<file path="src/rtl/phy_dll_pkg.sv">
package phy_dll_pkg;

    localparam int ADDR_W = 12;
    localparam int DATA_W = 32;

    localparam logic [ADDR_W-1:0] A_CTRL1 = 12'h100;
    localparam logic [ADDR_W-1:0] A_CTRL4 = 12'h10C;
    localparam logic [ADDR_W-1:0] A_CTRL5 = 12'h110;
    localparam logic [ADDR_W-1:0] A_STAT1 = 12'h130;

    localparam int B_DLL_EN  = 1;
    localparam int B_TAP_EN  = 20;
    localparam int B_TAP_LO  = 12;
    localparam int B_BAND_LO = 8;
    localparam int B_TRIM_LO = 4;
    localparam int B_DRV_LO  = 20;
    localparam int B_RDY     = 0;

    localparam logic [DATA_W-1:0] ONE = DATA_W'(1);
    localparam logic [2:0] DRV_MAX = 3'd4;

    typedef enum logic [1:0] {
        BAND_SLOW = 2'd0,
        BAND_200M = 2'd1,
        BAND_100M = 2'd2,
        BAND_MID  = 2'd3
    } band_e;

    typedef enum logic [3:0] {
        ST_IDLE, ST_DLL_OFF, ST_CLK, ST_TAP, ST_BAND,
        ST_TRIM, ST_ENA, ST_READ, ST_CHECK, ST_WAIT, ST_DONE
    } step_e;

    typedef struct packed {
        band_e      band;
        logic [3:0] tap;
        logic [3:0] trim;
        logic [2:0] drv;
    } cfg_t;

    typedef struct packed {
        logic              en;
        logic [ADDR_W-1:0] addr;
        logic [DATA_W-1:0] mask;
        logic [DATA_W-1:0] data;
    } wr_t;

    function automatic logic drv_ok(input logic [2:0] code);
        return code <= DRV_MAX;
    endfunction

    // returns {bit9, bit8} of the band select field
    function automatic logic [1:0] band_sel(input band_e b);
        case (b)
            BAND_200M: return 2'b00;
            BAND_100M: return 2'b10;
            default:   return 2'b01;
        endcase
    endfunction

endpackage

</file>
<file path="src/rtl/dllseq_fieldmap.sv">
module dllseq_fieldmap
    import phy_dll_pkg::*;
(
    input  step_e             step,
    input  cfg_t              cfg,
    output wr_t               wr,
    output logic              rd_en,
    output logic [ADDR_W-1:0] rd_addr
);
    localparam logic [DATA_W-1:0] M_EN   = ONE << B_DLL_EN;
    localparam logic [DATA_W-1:0] M_TAP  = (ONE << B_TAP_EN) | (DATA_W'(4'hF) << B_TAP_LO);
    localparam logic [DATA_W-1:0] M_BAND = DATA_W'(2'b11) << B_BAND_LO;
    localparam logic [DATA_W-1:0] M_TRIM = (DATA_W'(4'hF) << B_TRIM_LO) | (DATA_W'(3'h7) << B_DRV_LO);

    always_comb begin
        wr      = '0;
        rd_en   = 1'b0;
        rd_addr = A_STAT1;
        case (step)
            ST_DLL_OFF: begin
                wr.en = 1'b1; wr.addr = A_CTRL1; wr.mask = M_EN; wr.data = '0;
            end
            ST_TAP: begin
                wr.en = 1'b1; wr.addr = A_CTRL4; wr.mask = M_TAP;
                wr.data = (ONE << B_TAP_EN) | (DATA_W'(cfg.tap) << B_TAP_LO);
            end
            ST_BAND: begin
                wr.en = 1'b1; wr.addr = A_CTRL5; wr.mask = M_BAND;
                wr.data = DATA_W'(band_sel(cfg.band)) << B_BAND_LO;
            end
            ST_TRIM: begin
                wr.en = 1'b1; wr.addr = A_CTRL1; wr.mask = M_TRIM;
                wr.data = (DATA_W'(cfg.trim) << B_TRIM_LO) | (DATA_W'(cfg.drv) << B_DRV_LO);
            end
            ST_ENA: begin
                wr.en = 1'b1; wr.addr = A_CTRL1; wr.mask = M_EN; wr.data = M_EN;
            end
            ST_READ: rd_en = 1'b1;
            default: ;
        endcase
    end
endmodule

</file>
<file path="src/rtl/dllseq_poll_timer.sv">
module dllseq_poll_timer #(
    parameter int POLL_CYC    = 100000,
    parameter int TIMEOUT_CYC = 100000000
) (
    input  logic clk,
    input  logic rst,
    input  logic start,
    input  logic active,
    input  logic gap_en,
    output logic gap_done,
    output logic expired
);
    localparam int GAP_W = $clog2(POLL_CYC + 1);
    localparam int TOT_W = $clog2(TIMEOUT_CYC + 1);

    logic [GAP_W-1:0] gap_cnt;
    logic [TOT_W-1:0] tot_cnt;

    always_ff @(posedge clk) begin
        if (rst || !gap_en) gap_cnt <= '0;
        else                gap_cnt <= gap_cnt + 1'b1;
    end

    always_ff @(posedge clk) begin
        if (rst || start)            tot_cnt <= '0;
        else if (active && !expired) tot_cnt <= tot_cnt + 1'b1;
    end

    assign gap_done = (gap_cnt == GAP_W'(POLL_CYC - 1));
    assign expired  = (tot_cnt >= TOT_W'(TIMEOUT_CYC));

    // once the budget is used up it stays used up until restarted
    a_r9_expiry_holds: assert property (@(posedge clk) disable iff (rst)
        (expired && !start) |=> expired);

    // the idle gap between reads never overruns the interval
    a_r7_gap_bounded: assert property (@(posedge clk) disable iff (rst)
        gap_en |-> (gap_cnt < GAP_W'(POLL_CYC)));
endmodule

</file>
<file path="src/rtl/dllseq_ctrl.sv">
module dllseq_ctrl
    import phy_dll_pkg::*;
(
    input  logic  clk,
    input  logic  rst,
    input  logic  req,
    input  cfg_t  cfg_in,
    input  logic  rdy_bit,
    input  logic  gap_done,
    input  logic  expired,
    output step_e step,
    output cfg_t  cfg,
    output logic  dll_on,
    output logic  tmo_err,
    output logic  timer_start,
    output logic  poll_active,
    output logic  gap_en,
    output logic  clk_upd,
    output logic  busy,
    output logic  done
);
    always_ff @(posedge clk) begin
        if (rst) begin
            step    <= ST_IDLE;
            cfg     <= '0;
            dll_on  <= 1'b0;
            tmo_err <= 1'b0;
        end else begin
            case (step)
                ST_IDLE: if (req && drv_ok(cfg_in.drv)) begin
                    cfg     <= cfg_in;
                    tmo_err <= 1'b0;
                    step    <= dll_on ? ST_DLL_OFF : ST_CLK;
                end
                ST_DLL_OFF: begin
                    dll_on <= 1'b0;
                    step   <= ST_CLK;
                end
                ST_CLK:   step <= (cfg.band == BAND_SLOW) ? ST_DONE : ST_TAP;
                ST_TAP:   step <= ST_BAND;
                ST_BAND:  step <= ST_TRIM;
                ST_TRIM:  step <= ST_ENA;
                ST_ENA:   step <= ST_READ;
                ST_READ:  step <= ST_CHECK;
                ST_CHECK: begin
                    if (rdy_bit) begin
                        dll_on <= 1'b1;
                        step   <= ST_DONE;
                    end else if (expired) begin
                        dll_on  <= 1'b1;
                        tmo_err <= 1'b1;
                        step    <= ST_DONE;
                    end else begin
                        step <= ST_WAIT;
                    end
                end
                ST_WAIT:  if (gap_done) step <= ST_READ;
                default:  step <= ST_IDLE;
            endcase
        end
    end

    assign timer_start = (step == ST_ENA);
    assign poll_active = (step == ST_READ) || (step == ST_CHECK) || (step == ST_WAIT);
    assign gap_en      = (step == ST_WAIT);
    assign clk_upd     = (step == ST_CLK);
    assign busy        = (step != ST_IDLE);
    assign done        = (step == ST_DONE);

    // a running DLL is switched off before anything else
    a_r1_off_first: assert property (@(posedge clk) disable iff (rst)
        (step == ST_IDLE && req && drv_ok(cfg_in.drv) && dll_on) |=> (step == ST_DLL_OFF));

    // slow band stops right after the clock update
    a_r2_slow_stops: assert property (@(posedge clk) disable iff (rst)
        (step == ST_CLK && cfg.band == BAND_SLOW) |=> (done && !dll_on));

    // the enable write only ever follows the trim write
    a_r5_enable_after_trim: assert property (@(posedge clk) disable iff (rst)
        (step == ST_ENA) |-> ($past(step) == ST_TRIM));

    // the DLL-on flag only rises at the end of polling
    a_r7_on_at_poll_end: assert property (@(posedge clk) disable iff (rst)
        $rose(dll_on) |-> ($past(step) == ST_CHECK && done));

    // the error only rises on an expired budget
    a_r9_err_cause: assert property (@(posedge clk) disable iff (rst)
        $rose(tmo_err) |-> $past(expired));

    // a request while busy leaves the latched settings alone
    a_r10_cfg_stable: assert property (@(posedge clk) disable iff (rst)
        (busy && step != ST_DONE) |=> $stable(cfg));
endmodule

</file>
<file path="src/rtl/phy_dll_sequencer.sv">
module phy_dll_sequencer
    import phy_dll_pkg::*;
#(
    parameter int POLL_CYC    = 100000,
    parameter int TIMEOUT_CYC = 100000000
) (
    input  logic              clk,
    input  logic              rst,
    input  logic              req,
    input  logic [1:0]        band,
    input  logic [3:0]        tap_sel,
    input  logic [3:0]        cp_trim,
    input  logic [2:0]        drv_code,
    output logic              wr_en,
    output logic [ADDR_W-1:0] wr_addr,
    output logic [DATA_W-1:0] wr_mask,
    output logic [DATA_W-1:0] wr_data,
    output logic              rd_en,
    output logic [ADDR_W-1:0] rd_addr,
    input  logic [DATA_W-1:0] rd_data,
    output logic              clk_upd,
    output logic              busy,
    output logic              done,
    output logic              tmo_err,
    output logic              dll_on
);
    cfg_t  cfg_in, cfg;
    step_e step;
    wr_t   wr;
    logic  rdy_bit, gap_done, expired, timer_start, poll_active, gap_en;

    assign cfg_in  = '{band: band_e'(band), tap: tap_sel, trim: cp_trim, drv: drv_code};
    assign rdy_bit = |(rd_data & (ONE << B_RDY));

    dllseq_ctrl u_ctrl (
        .clk(clk), .rst(rst), .req(req), .cfg_in(cfg_in), .rdy_bit(rdy_bit),
        .gap_done(gap_done), .expired(expired), .step(step), .cfg(cfg),
        .dll_on(dll_on), .tmo_err(tmo_err), .timer_start(timer_start),
        .poll_active(poll_active), .gap_en(gap_en), .clk_upd(clk_upd),
        .busy(busy), .done(done)
    );

    dllseq_poll_timer #(.POLL_CYC(POLL_CYC), .TIMEOUT_CYC(TIMEOUT_CYC)) u_timer (
        .clk(clk), .rst(rst), .start(timer_start), .active(poll_active),
        .gap_en(gap_en), .gap_done(gap_done), .expired(expired)
    );

    dllseq_fieldmap u_map (
        .step(step), .cfg(cfg), .wr(wr), .rd_en(rd_en), .rd_addr(rd_addr)
    );

    assign wr_en   = wr.en;
    assign wr_addr = wr.addr;
    assign wr_mask = wr.mask;
    assign wr_data = wr.data;

    // no write data outside its own mask
    a_r8_data_in_mask: assert property (@(posedge clk) disable iff (rst)
        wr_en |-> ((wr_data & ~wr_mask) == '0));

    // the PHY is only touched while busy
    a_r10_write_when_busy: assert property (@(posedge clk) disable iff (rst)
        (wr_en || rd_en) |-> busy);

    // an invalid drive code does not start a sequence
    a_r6_bad_drive_ignored: assert property (@(posedge clk) disable iff (rst)
        (!busy && req && drv_code > DRV_MAX) |=> !busy);

    // clock update is never issued outside a sequence
    a_r11_upd_in_seq: assert property (@(posedge clk) disable iff (rst)
        clk_upd |-> (busy && !wr_en));
endmodule

</file>
<file path="config.mk">
export PLATFORM = sky130hd
export DESIGN_NAME = phy_dll_sequencer
export DESIGN_NICKNAME = d
export VERILOG_FILES = /design/src/rtl/phy_dll_pkg.sv /design/src/rtl/dllseq_fieldmap.sv /design/src/rtl/dllseq_poll_timer.sv /design/src/rtl/dllseq_ctrl.sv /design/src/rtl/phy_dll_sequencer.sv
export SDC_FILE = /design/constraint.sdc
export NUM_CORES = 1
export LEC_CHECK = 0
export ABC_AREA = 1
export CORE_UTILIZATION = 30
export CTS_CLUSTER_SIZE = 25
export DETAILED_ROUTE_END_ITERATION = 16
export SKIP_CTS_REPAIR_TIMING = 1
export SYNTH_ARGS = -nofsm -noshare
export SYNTH_HDL_FRONTEND = slang
export SYNTH_SLANG_ARGS = --single-unit
</file>
<file path="constraint.sdc">
create_clock -name clk -period 1.7 [get_ports clk]
set_clock_uncertainty 0.15 [all_clocks]
set_input_delay 0.51 -clock clk [delete_from_list [all_inputs] [get_ports clk]]
set_output_delay 0.51 -clock clk [all_outputs]
set_load 0.05 [all_outputs]
</file>
[Word-level counts from Yosys, hierarchy flattened]
Index checks and enable logic that the tools add are counted.
Word-level totals
  flip-flop bits (word level): 63
  output and inout bits: 95
  word-level logic and storage cells: 65
Cells by class
  add/sub/neg operators: 2
  magnitude comparators: 2
  equal/unequal tests: 18
  multiplexer cells: 16
  bitwise operators: 1
  reduce and logical (&&, ||, !) cells: 17
Operators by type and width (number)
  case mux 77 bit (5 select lines): 1
  case mux 4 bit (10 select lines): 1
  adder 27 x 1 -> 27 bit, second input constant: 1
  greater-or-equal comparator 27 bit, second input constant: 1
  OR 8 x 23 -> 23 bit: 1
  adder 17 x 1 -> 17 bit, second input constant: 1
  equality test 17 bit, second input constant: 1
  equality test 4 x 3 -> 1 bit, second input constant: 4
  two-way mux 4 bit: 4
  equality test 4 bit, second input constant: 3
  equality test 4 x 2 -> 1 bit, second input constant: 2
  inequality test 2 bit, second input constant: 3
  AND reduction 2 bit: 3
  two-way mux 1 bit: 5
  equality test 4 x 1 -> 1 bit, second input constant: 1
  logical NOT 4 bit: 1
  logical OR 1 bit: 4
  two-way mux 2 bit: 2
  case mux 1 bit (2 select lines): 2
  case mux 2 bit (2 select lines): 1
  AND reduction 4 bit: 1
  nonzero test 2 bit: 2
  nonzero test 4 bit: 1
  less-or-equal comparator 3 bit, second input constant: 1
  7 further kinds: 9

[Depth between registers and ports, before layout]
Gate-level depths: netlist of run 1.
  depth in word-level cells: 4
  gate-level depth with buffers: 10
  gate-level depth less buffers: 10

[By module]
Synthesis of run 1 repeated with hierarchy kept, for this count alone.
Second synthesis, totals
  cells, all modules: 677
  area, all modules: 4315.4 um^2
Modules (own cells, without submodules)
  dllseq_poll_timer: times used 1, cells each 416, area an instance 2590.0 um^2, sequential area each 880.8 um^2
  dllseq_ctrl: times used 1, cells each 138, area an instance 934.6 um^2, sequential area each 380.4 um^2
  dllseq_fieldmap: times used 1, cells each 123, area an instance 790.8 um^2, sequential area each 0.0 um^2

[Worst setup path before layout of run 1]
No wires, ideal clock.
  path kind: flip-flop to output port
  start: register u_ctrl.step[2]
  end: output port wr_data[12]
  data arrival time: 2.406 ns
  path slack: -1.366 ns
  stages on the path, launching flop included: 6
  cell sequence: dfxtp_1 nor2_1 inv_1 nor2_1 inv_1 nor2_1
On the way
  cells in the longest elaborated chain, start to end: 2
Ends and longest elaborated chain
  start, declared: line dllseq_ctrl.sv:11  | output step_e step,
  start signal, assigned: line dllseq_ctrl.sv:33  | step <= dll_on ? ST_DLL_OFF : ST_CLK;
  start signal, assigned: line dllseq_ctrl.sv:39  | ST_CLK: step <= (cfg.band == BAND_SLOW) ? ST_DONE : ST_TAP;
  equality test 4 x 3 -> 1 bit (tied with other cells): line dllseq_fieldmap.sv:19  | case (step)
  case mux 77 bit (5 select lines) *: line dllseq_fieldmap.sv:19
  end, declared: line phy_dll_sequencer.sv:17  | output logic [DATA_W-1:0] wr_data,
Every way passes the cells marked *; elsewhere a longest branch is shown, timed or not.

[Worst setup path after layout of run 1]
  start: register u_ctrl.step[3]
  end: output port wr_data[15]
The elaborated chain is that of the path after synthesis.

==> results of run 1 <==
flip-flops by register name, indices dropped and copies added, names as in the netlist:
| signal | count |
|---|---|
| u_ctrl.cfg | 13 |
| u_ctrl.step | 4 |
| u_timer.tot_cnt | 27 |
| u_ctrl.dll_on | 1 |
| u_ctrl.tmo_err | 1 |
| u_timer.gap_cnt | 17 |
stage by stage:
stage | area (sq um) | setup TNS, ns
floorplan | 4500 | -19.13
global placement | 5630 | -10.46
detailed placement | 5630 | -12.23
CTS | 5880 | -16.18
global route | 6230 | -18.15
finish | 6230 | -14.64
power groups by stage:
stage	sequential (mW)	clock (mW)	combinational, mW
after CTS	1.69	1.68	2.30
final	1.71	1.64	2.54
after global placement	1.72	0	2.28
after floorplan	1.75	0	1.48
after detailed placement	1.72	0	2.29
after global routing	1.73	1.77	2.72
routing by layer:
layer | vias to the layer above | part of all wire | track usage
met4 | 0 | 0.017 | 0.0570
li1 | 2108 | - | -
met1 | 1766 | 0.47 | 0.196
met5 | - | 0 | 0
met3 | 16 | 0.049 | 0.0321
met2 | 95 | 0.46 | 0.231
final cells by class:
| class | instances | area [sq um] | share of cell area |
|---|---|---|---|
| Clock inverter | 1 | 5.00 | 0.000804 |
| Sequential cell | 63 | 1280 | 0.205 |
| Tap cell | 176 | 220 | 0.0354 |
| Timing Repair Buffer | 131 | 1650 | 0.265 |
| Clock buffer | 14 | 254 | 0.0408 |
| Inverter | 70 | 280 | 0.0450 |
| Multi-Input combinational cell | 472 | 2540 | 0.408 |
synth_stat cells (all sizes together):
| cell type | instances |
|---|---|
| a211oi | 2 |
| a31oi | 1 |
| nand4 | 6 |
| ha | 5 |
| inv | 70 |
| a21oi | 56 |
| and2 | 1 |
| o21ai | 26 |
| nor2 | 98 |
| dfxtp | 63 |
| conb | 2 |
| nand3b | 6 |
| buf | 78 |
| xor2 | 13 |
| clkbuf | 3 |
| nor4 | 1 |
| xnor2 | 4 |
| nor3 | 3 |
| nand3 | 46 |
| nand2 | 143 |
| or2 | 2 |
| o22ai | 1 |
| o211ai | 1 |
| a21boi | 1 |
cells by family (layout without fill, tap and decap cells):
group / after synthesis / after routing / share of synthesized area
AND/OR/NAND/NOR: 306 / 306 / 0.320
flip-flops: 63 / 63 / 0.308
other: 2 / 56 / 0.00183
adder cells (fa/ha/maj): 5 / 5 / 0.0153
buffers and inverters: 151 / 216 / 0.207
XOR/XNOR: 17 / 17 / 0.0363
AO/OA/AOI/OAI: 88 / 88 / 0.111
critical path: stages (launching register included):
cell and delay [ns]:
sky130_fd_sc_hd__dfxtp_2 0.34, sky130_fd_sc_hd__nor2_4 0.12, sky130_fd_sc_hd__inv_2 0.05, sky130_fd_sc_hd__nor2_4 0.12
sky130_fd_sc_hd__clkinvlp_4 0.23, sky130_fd_sc_hd__nor2_4 0.18, sky130_fd_sc_hd__buf_12 0.14
worst paths after layout:
path                                             to           startpoint
worst max-delay path                    wr_data[15]       u_ctrl.step[3]
worst min register to register  u_timer.gap_cnt[16]  u_timer.gap_cnt[16]
worst max register to register   u_timer.tot_cnt[6]       u_ctrl.step[1]
worst min-delay path                  u_ctrl.cfg[0]          drv_code[0]
==> results list, run 1 <==
* Worst EP arrival: 1.53 ns
- CP startpoint kind: flop
- The root buffer cell chosen for the clock tree is sky130_fd_sc_hd__clkbuf_16.
* Antenna cells: 0
* Failing checks: setup timing
- Number of instances in the placed design: 905
- Leaving out fill and tap cells, the most frequent cells in the layout are 132 x sky130_fd_sc_hd__nand2_1, 63 x sky130_fd_sc_hd__buf_4, 57 x sky130_fd_sc_hd__inv_1.
- Standby leakage power: 2.50 nW
* Most frequent standard cell in the layout excluding fill and tap cells: sky130_fd_sc_hd__nand2_1
- In this run the power density over the cells is 945 mW/mm^2.
- In this run the number of H-tree levels came out at 3.
- The tool flagged a number of max-cap violations equal to 0.
- Timing would allow up to 457 MHz.
- TritonCTS created 9 clock buffers.
* Number of routed nets with antenna violations: 0
- Summing every instance area after synthesis gives 0.00410 sq mm.
- Of the total power, the share spent switching nets is 0.379.
- TritonCTS built the clock tree.
* Latest clock arrival within the worst-skew pair: 0.33 ns
- The share of total power dissipated in sequential elements is 0.291.
- Clock-pin slew was measured on the worst setup and hold paths at 0.05 ns.
- Final min period: 2.19 ns
- Final HPWL DP: 7.66 mm
* Maximum number of pins on one net before global-route repair: 26
- Vias in the first global route: 3551
- Final routed DRC violation total: 0
- For this run, the total global-route usage over all layers was measured as 0.147.
- Number of library cell types mapped by synthesis: 34
* Outcome: finished, violations left
- Top post-synthesis cells by area: sky130_fd_sc_hd__dfxtp_1 31%, sky130_fd_sc_hd__nand2_1 13%, sky130_fd_sc_hd__buf_4 13%
- Hold timing on the final database bottoms out at a slack of 0.303 ns.
- Place WS: -0.345 ns
- Placement Rows: 42
* Largest fanout of any net on the critical path: 5
- Total of fill cells in the finished design: 1291
* Final net count: 800
- Number of instances in the synthesized netlist: 632
- After floorplanning, the core was sized to cover 0.0133 sq mm.
* Routed WL per cell: 11.2 um
- Counting cells, the worst reg-to-reg path comes to 9.
- Of the available clock period, the critical path in the final layout requires 1.29.
* Final total power: 5.89 mW
* Cell taking the most area after synthesis: sky130_fd_sc_hd__dfxtp_1
- Pin placement for this block handled 143 I/O pins.
- Antenna violations before repair: 0
- The die covers 0.0141 sq mm.
- Part of the total power dissipated in combinational logic: 0.431
- Final number of setup-violating endpoints: 50
* Buffers added on ports: 55
* Min-Delay Path Class: input pin to flop
- Yosys printed 0 warnings.
* Area delta synth->final: 51.9%
- Switching power summed over all nets: 2.23 mW
* Horizontal extent of the die: 119 um
* Synthesis-stage register bit count: 63
- Summing over every cut layer, the via total after detailed routing is 3985.
- After the first detailed-routing iteration, the DRC count stood at 143.
- Clock tree buffer depth: 2
- Before antenna repair, the detailed router went through 4 iterations.
* Final standard cell utilization of the core: 0.468
- Setup repair after global routing could not meet its margin everywhere.
- Kind of end point of the critical path: output port
* Clk network pwr share: 0.278
- Share of layout cells above drive strength 1: 0.296
- The finished layout holds 927 standard cells, fillers aside.
* Syn_area_per_cell: 6.49 sq um
- Total internal power: 3.66 mW
* Grt total ovfl: 0
- Hold Violations, Final: 0
- Final Max Slew Viols: 0
- In this run the vertical extent of the chip is 119 um.
* Global-route wire length before repair: 16.9 mm
- STA puts the critical path data required time at 1.04 ns.
- At the end of routability-driven placement, the weighted congestion stood at 0.916.
* Peak ir drop on the vdd network: 0.974 mV
- By startpoint and endpoint, the worst setup path is classified as flop to output port.
- For this configuration, the core starts out at a cell density of 0.308.
- CTS saw 63 sinks.
- The share of the Yosys chip area taken by registers is 0.308.
- Fraction of post-synthesis cell area in the top cell type by area: 0.308
- Reg-to-reg setup timing slack: -0.05 ns
* Worst-case setup margin in the final layout: -0.486 ns
* Vias per std cell: 4.30
- Cells on Worst Hold Path: 3
- Final wirelength: 10.4 mm
(Power assumes the default switching activity.)
==> run 2: changes to the inputs <==
- CORE_UTILIZATION: 30 -> 42
- PLACE_DENSITY: unset -> 0.78
==> run 2 against run 1 <==
The run still ends with setup timing left; sequential power is essentially flat; maximum frequency shrank 4.7%; core utilization is 17 points higher; sequential cell count unchanged; worst hold slack better by 0.033 ns; total power is 1.2% lower; critical path depth unchanged; non-clock buffer count fell by 17; clock power shrank 8%; cell count shrank 6.5%; global-route usage grew 6.2 points; combinational power about the same; highest routed layer unchanged.
==> results list, run 2 (synthesis results as in run 1) <==
* Outcome: finished, violations left
- The checks that failed: setup timing.
* Switching part of the total power: 0.413 (+0.0345)
* CORE AREA: 0.00933 sq mm (-30%)
- Register cell area after layout: 0.00128 sq mm (about the same)
* Reg-to-reg setup timing slack: -0.11 ns (-0.06 ns)
- The sequential power share is 0.299 (+0.008).
- Part of the total power dissipated in combinational logic: 0.441 (+0.010)
- The total congestion overflow came to 0 (unchanged).
- Reg2reg path depth: 9 (unchanged)
- The final critical-path required period was 2.29 ns (+0.108 ns).
* Placement Rows: 35 (-17%)
- The global-route wire length before repair is 17.1 mm (+0.94%).
* Most frequent standard cell in the layout excluding fill and tap cells: sky130_fd_sc_hd__nand2_1
- Final routed DRC violation total: 0 (unchanged)
- STA classifies the critical path startpoint as a flop.
- Hold Violations, Final: 0 (unchanged)
* TritonCTS clock tree: yes
- The number of nets in the layout is 786 (-1.8%).
* Peak ir drop on the vdd network: 0.820 mV (-16%)
- Top reg by flops: u_timer.tot_cnt
- Area of combinational cells with multiple inputs: 0.00254 sq mm (about the same)
- The total CTS buffers was 9 (unchanged).
- DIE AREA: 0.0102 sq mm (-28%)
- Leading cell types in the layout, fill and taps excluded: 131 x sky130_fd_sc_hd__nand2_1, 63 x sky130_fd_sc_hd__nor2_1, 57 x sky130_fd_sc_hd__inv_1
- Kind of end point of the critical path: output port
- The die width is 101 um (-15%).
* Deepest level of the CTS H-tree: 3 (unchanged)
- Largest delay contributor family on the critical path: simple AND/OR/NAND/NOR gates
- The final worst-path cycle share is 1.35 (+0.0634).
- The number of buffers added on ports came to 55 (unchanged).
- The number of design-rule violations left by the first detailed-router iteration came to 253 (+77%).
* Vias per std cell: 5.00 (+16%)
- Kind of critical path: flop to output port
* Final number of setup-violating endpoints: 72 (+44%)
- Clock sink count: 63 (unchanged)
- The initial antenna violation count is 0 (unchanged).
- The total inserted antenna cells is 0 (unchanged).
- The highest clock frequency the design can meet was 436 MHz (-4.7%).
- The final count of pins violating max slew is 0 (unchanged).
- The final-layout worst hold slack is 0.336 ns (+0.0333 ns).
- Number of search-and-repair iterations in the first detailed-routing pass: 5 (+1)
- Share of layout cells above drive strength 1: 0.280 (-0.0151)
- The number of flip-flops in the largest register is 27 (unchanged).
- Switching power summed over all nets: 2.40 mW (+7.8%)
- Vias in the first global route: 3889 (+9.5%)
* Critical Path End: wr_data[13]
- Crit Reg-Reg Startpoint: u_ctrl.step[3]
* Worst-path clk slew: 0.08 ns (+0.03 ns)
* Final HPWL DP: 7.95 mm (+3.8%)
* Routed WL per cell: 14.0 um (+25%)
* Standby leakage power: 2.39 nW (-4.5%)
- Setup tns final: -16.92 ns (-2.28 ns)
- Setup crit start: u_ctrl.step[3]
- Among the stages of the critical path, the cell type that occurs most often is sky130_fd_sc_hd__nor2_4.
* Cell breakdown of the critical path: nor2_4 > inv_2 > nor2_4 > clkinvlp_4 > nor2_4 > buf_12
- Area delta synth->final: 46.2%
- Total internal power: 3.41 mW (-6.7%)
- The worst register-to-register path ends at u_ctrl.cfg[2].
- The starting density of the core is 0.440 (+0.131).
* GPL Wtd Cong: 0.983 (+7.2%)
- Clock tree synthesis selected as its root buffer the cell sky130_fd_sc_hd__clkbuf_8.
* Die Ht: 101 um (-15%)
- Setup repair after global routing could not meet its margin everywhere.
- The number of routed nets with antenna violations is 0 (unchanged).
* Total Routing Usage GR: 0.210 (+0.0624)
- The critical path depth came to 6 (unchanged).
- The clock share of power is 0.260 (-0.018).
* Largest fanout of any net on the critical path: 5 (unchanged)
- Min-Delay Path Class: flop to flop
- The buffering stage count on the worst path with inverters included is 3 (unchanged).
- Worst EP arrival: 1.63 ns (+0.10 ns)
* Maximum number of pins on one net before global-route repair: 26 (unchanged)
* Regs by FF count: u_timer.tot_cnt x27, u_timer.gap_cnt x17, u_ctrl.cfg x13
* Top Ports: 143 (unchanged)
- Worst-case setup margin in the final layout: -0.594 ns (-0.108 ns)
- The later-pin clock latency in the skew report was 0.34 ns (about the same).
- Cell area power density: 970 mW/mm^2 (+2.6%)
* DR vias: 4331 (+8.7%)
- Master of the slowest instance on the critical path: sky130_fd_sc_hd__dfxtp_2
- Data required, critical path: 1.04 ns (about the same)
- The max-capacitance violation count was 0 (unchanged).
* Final wirelength: 12.2 mm (+17%)
- The maximum buffer depth of the clock tree is 2 (unchanged).
- The maximum cell stage delay along the critical path is 0.34 ns (about the same).
- Total of fill cells in the finished design: 726 (-44%)
-- run 2: worst min-delay path, stage by stage, from the launching register on --
cell	delay [ns]
sky130_fd_sc_hd__dfxtp_1	0.32
sky130_fd_sc_hd__inv_1	0.07
sky130_fd_sc_hd__a21oi_1	0.06
-- run 2: per-stage QoR --
step	cell area, sq um	worst slack (ns)	total power [mW]	std cells	util
6_report	6000	-0.594	5.81	867	0.643
5_1_grt	6000	-0.652	6.02	867	0.643
4_1_cts	5640	-0.559	5.36	856	0.604
3_5_place_dp	5410	-0.570	3.85	840	0.580
3_3_place_gp	5410	-0.417	3.80	840	0.580
2_1_floorplan	4500	-0.528	3.23	686	-
-- run 2: worst min path at each step --
stage	end	start	depth (start not counted)	slack, ns
after floorplan	u_timer.gap_cnt[0]	u_timer.gap_cnt[0]	1	0.27
after global placement	u_timer.gap_cnt[16]	u_timer.gap_cnt[16]	2	0.30
after detailed placement	u_timer.gap_cnt[16]	u_timer.gap_cnt[16]	2	0.32
after CTS	u_timer.gap_cnt[16]	u_timer.gap_cnt[16]	2	0.34
after global routing	u_timer.tot_cnt[24]	u_timer.tot_cnt[24]	2	0.37
final	u_timer.gap_cnt[16]	u_timer.gap_cnt[16]	2	0.34
-- run 2: area by class of cell --
type	count	area share
Clock buffer	10	0.0230
Clock inverter	6	0.0152
Inverter	70	0.0472
Multi-Input combinational cell	472	0.424
Sequential cell	63	0.213
Tap cell	129	0.0269
Timing Repair Buffer	114	0.247
Timing Repair inverter	3	0.00334
-- run 2: power by group through the flow --
| stage | clock network, mW | registers [mW] | logic, mW |
|---|---|---|---|
| floorplan | 0 | 1.75 | 1.48 |
| global placement | 0 | 1.72 | 2.08 |
| detailed placement | 0 | 1.73 | 2.12 |
| CTS | 1.53 | 1.70 | 2.14 |
| global route | 1.58 | 1.75 | 2.70 |
| finish | 1.51 | 1.74 | 2.56 |
-- run 2: layer usage --
metal	share of wire	GRT usage	up-vias
met5	0	0	-
met4	0.026	0.0758	0
met3	0.069	0.0451	26
met2	0.51	0.349	194
met1	0.40	0.267	2033
li1	-	-	2078
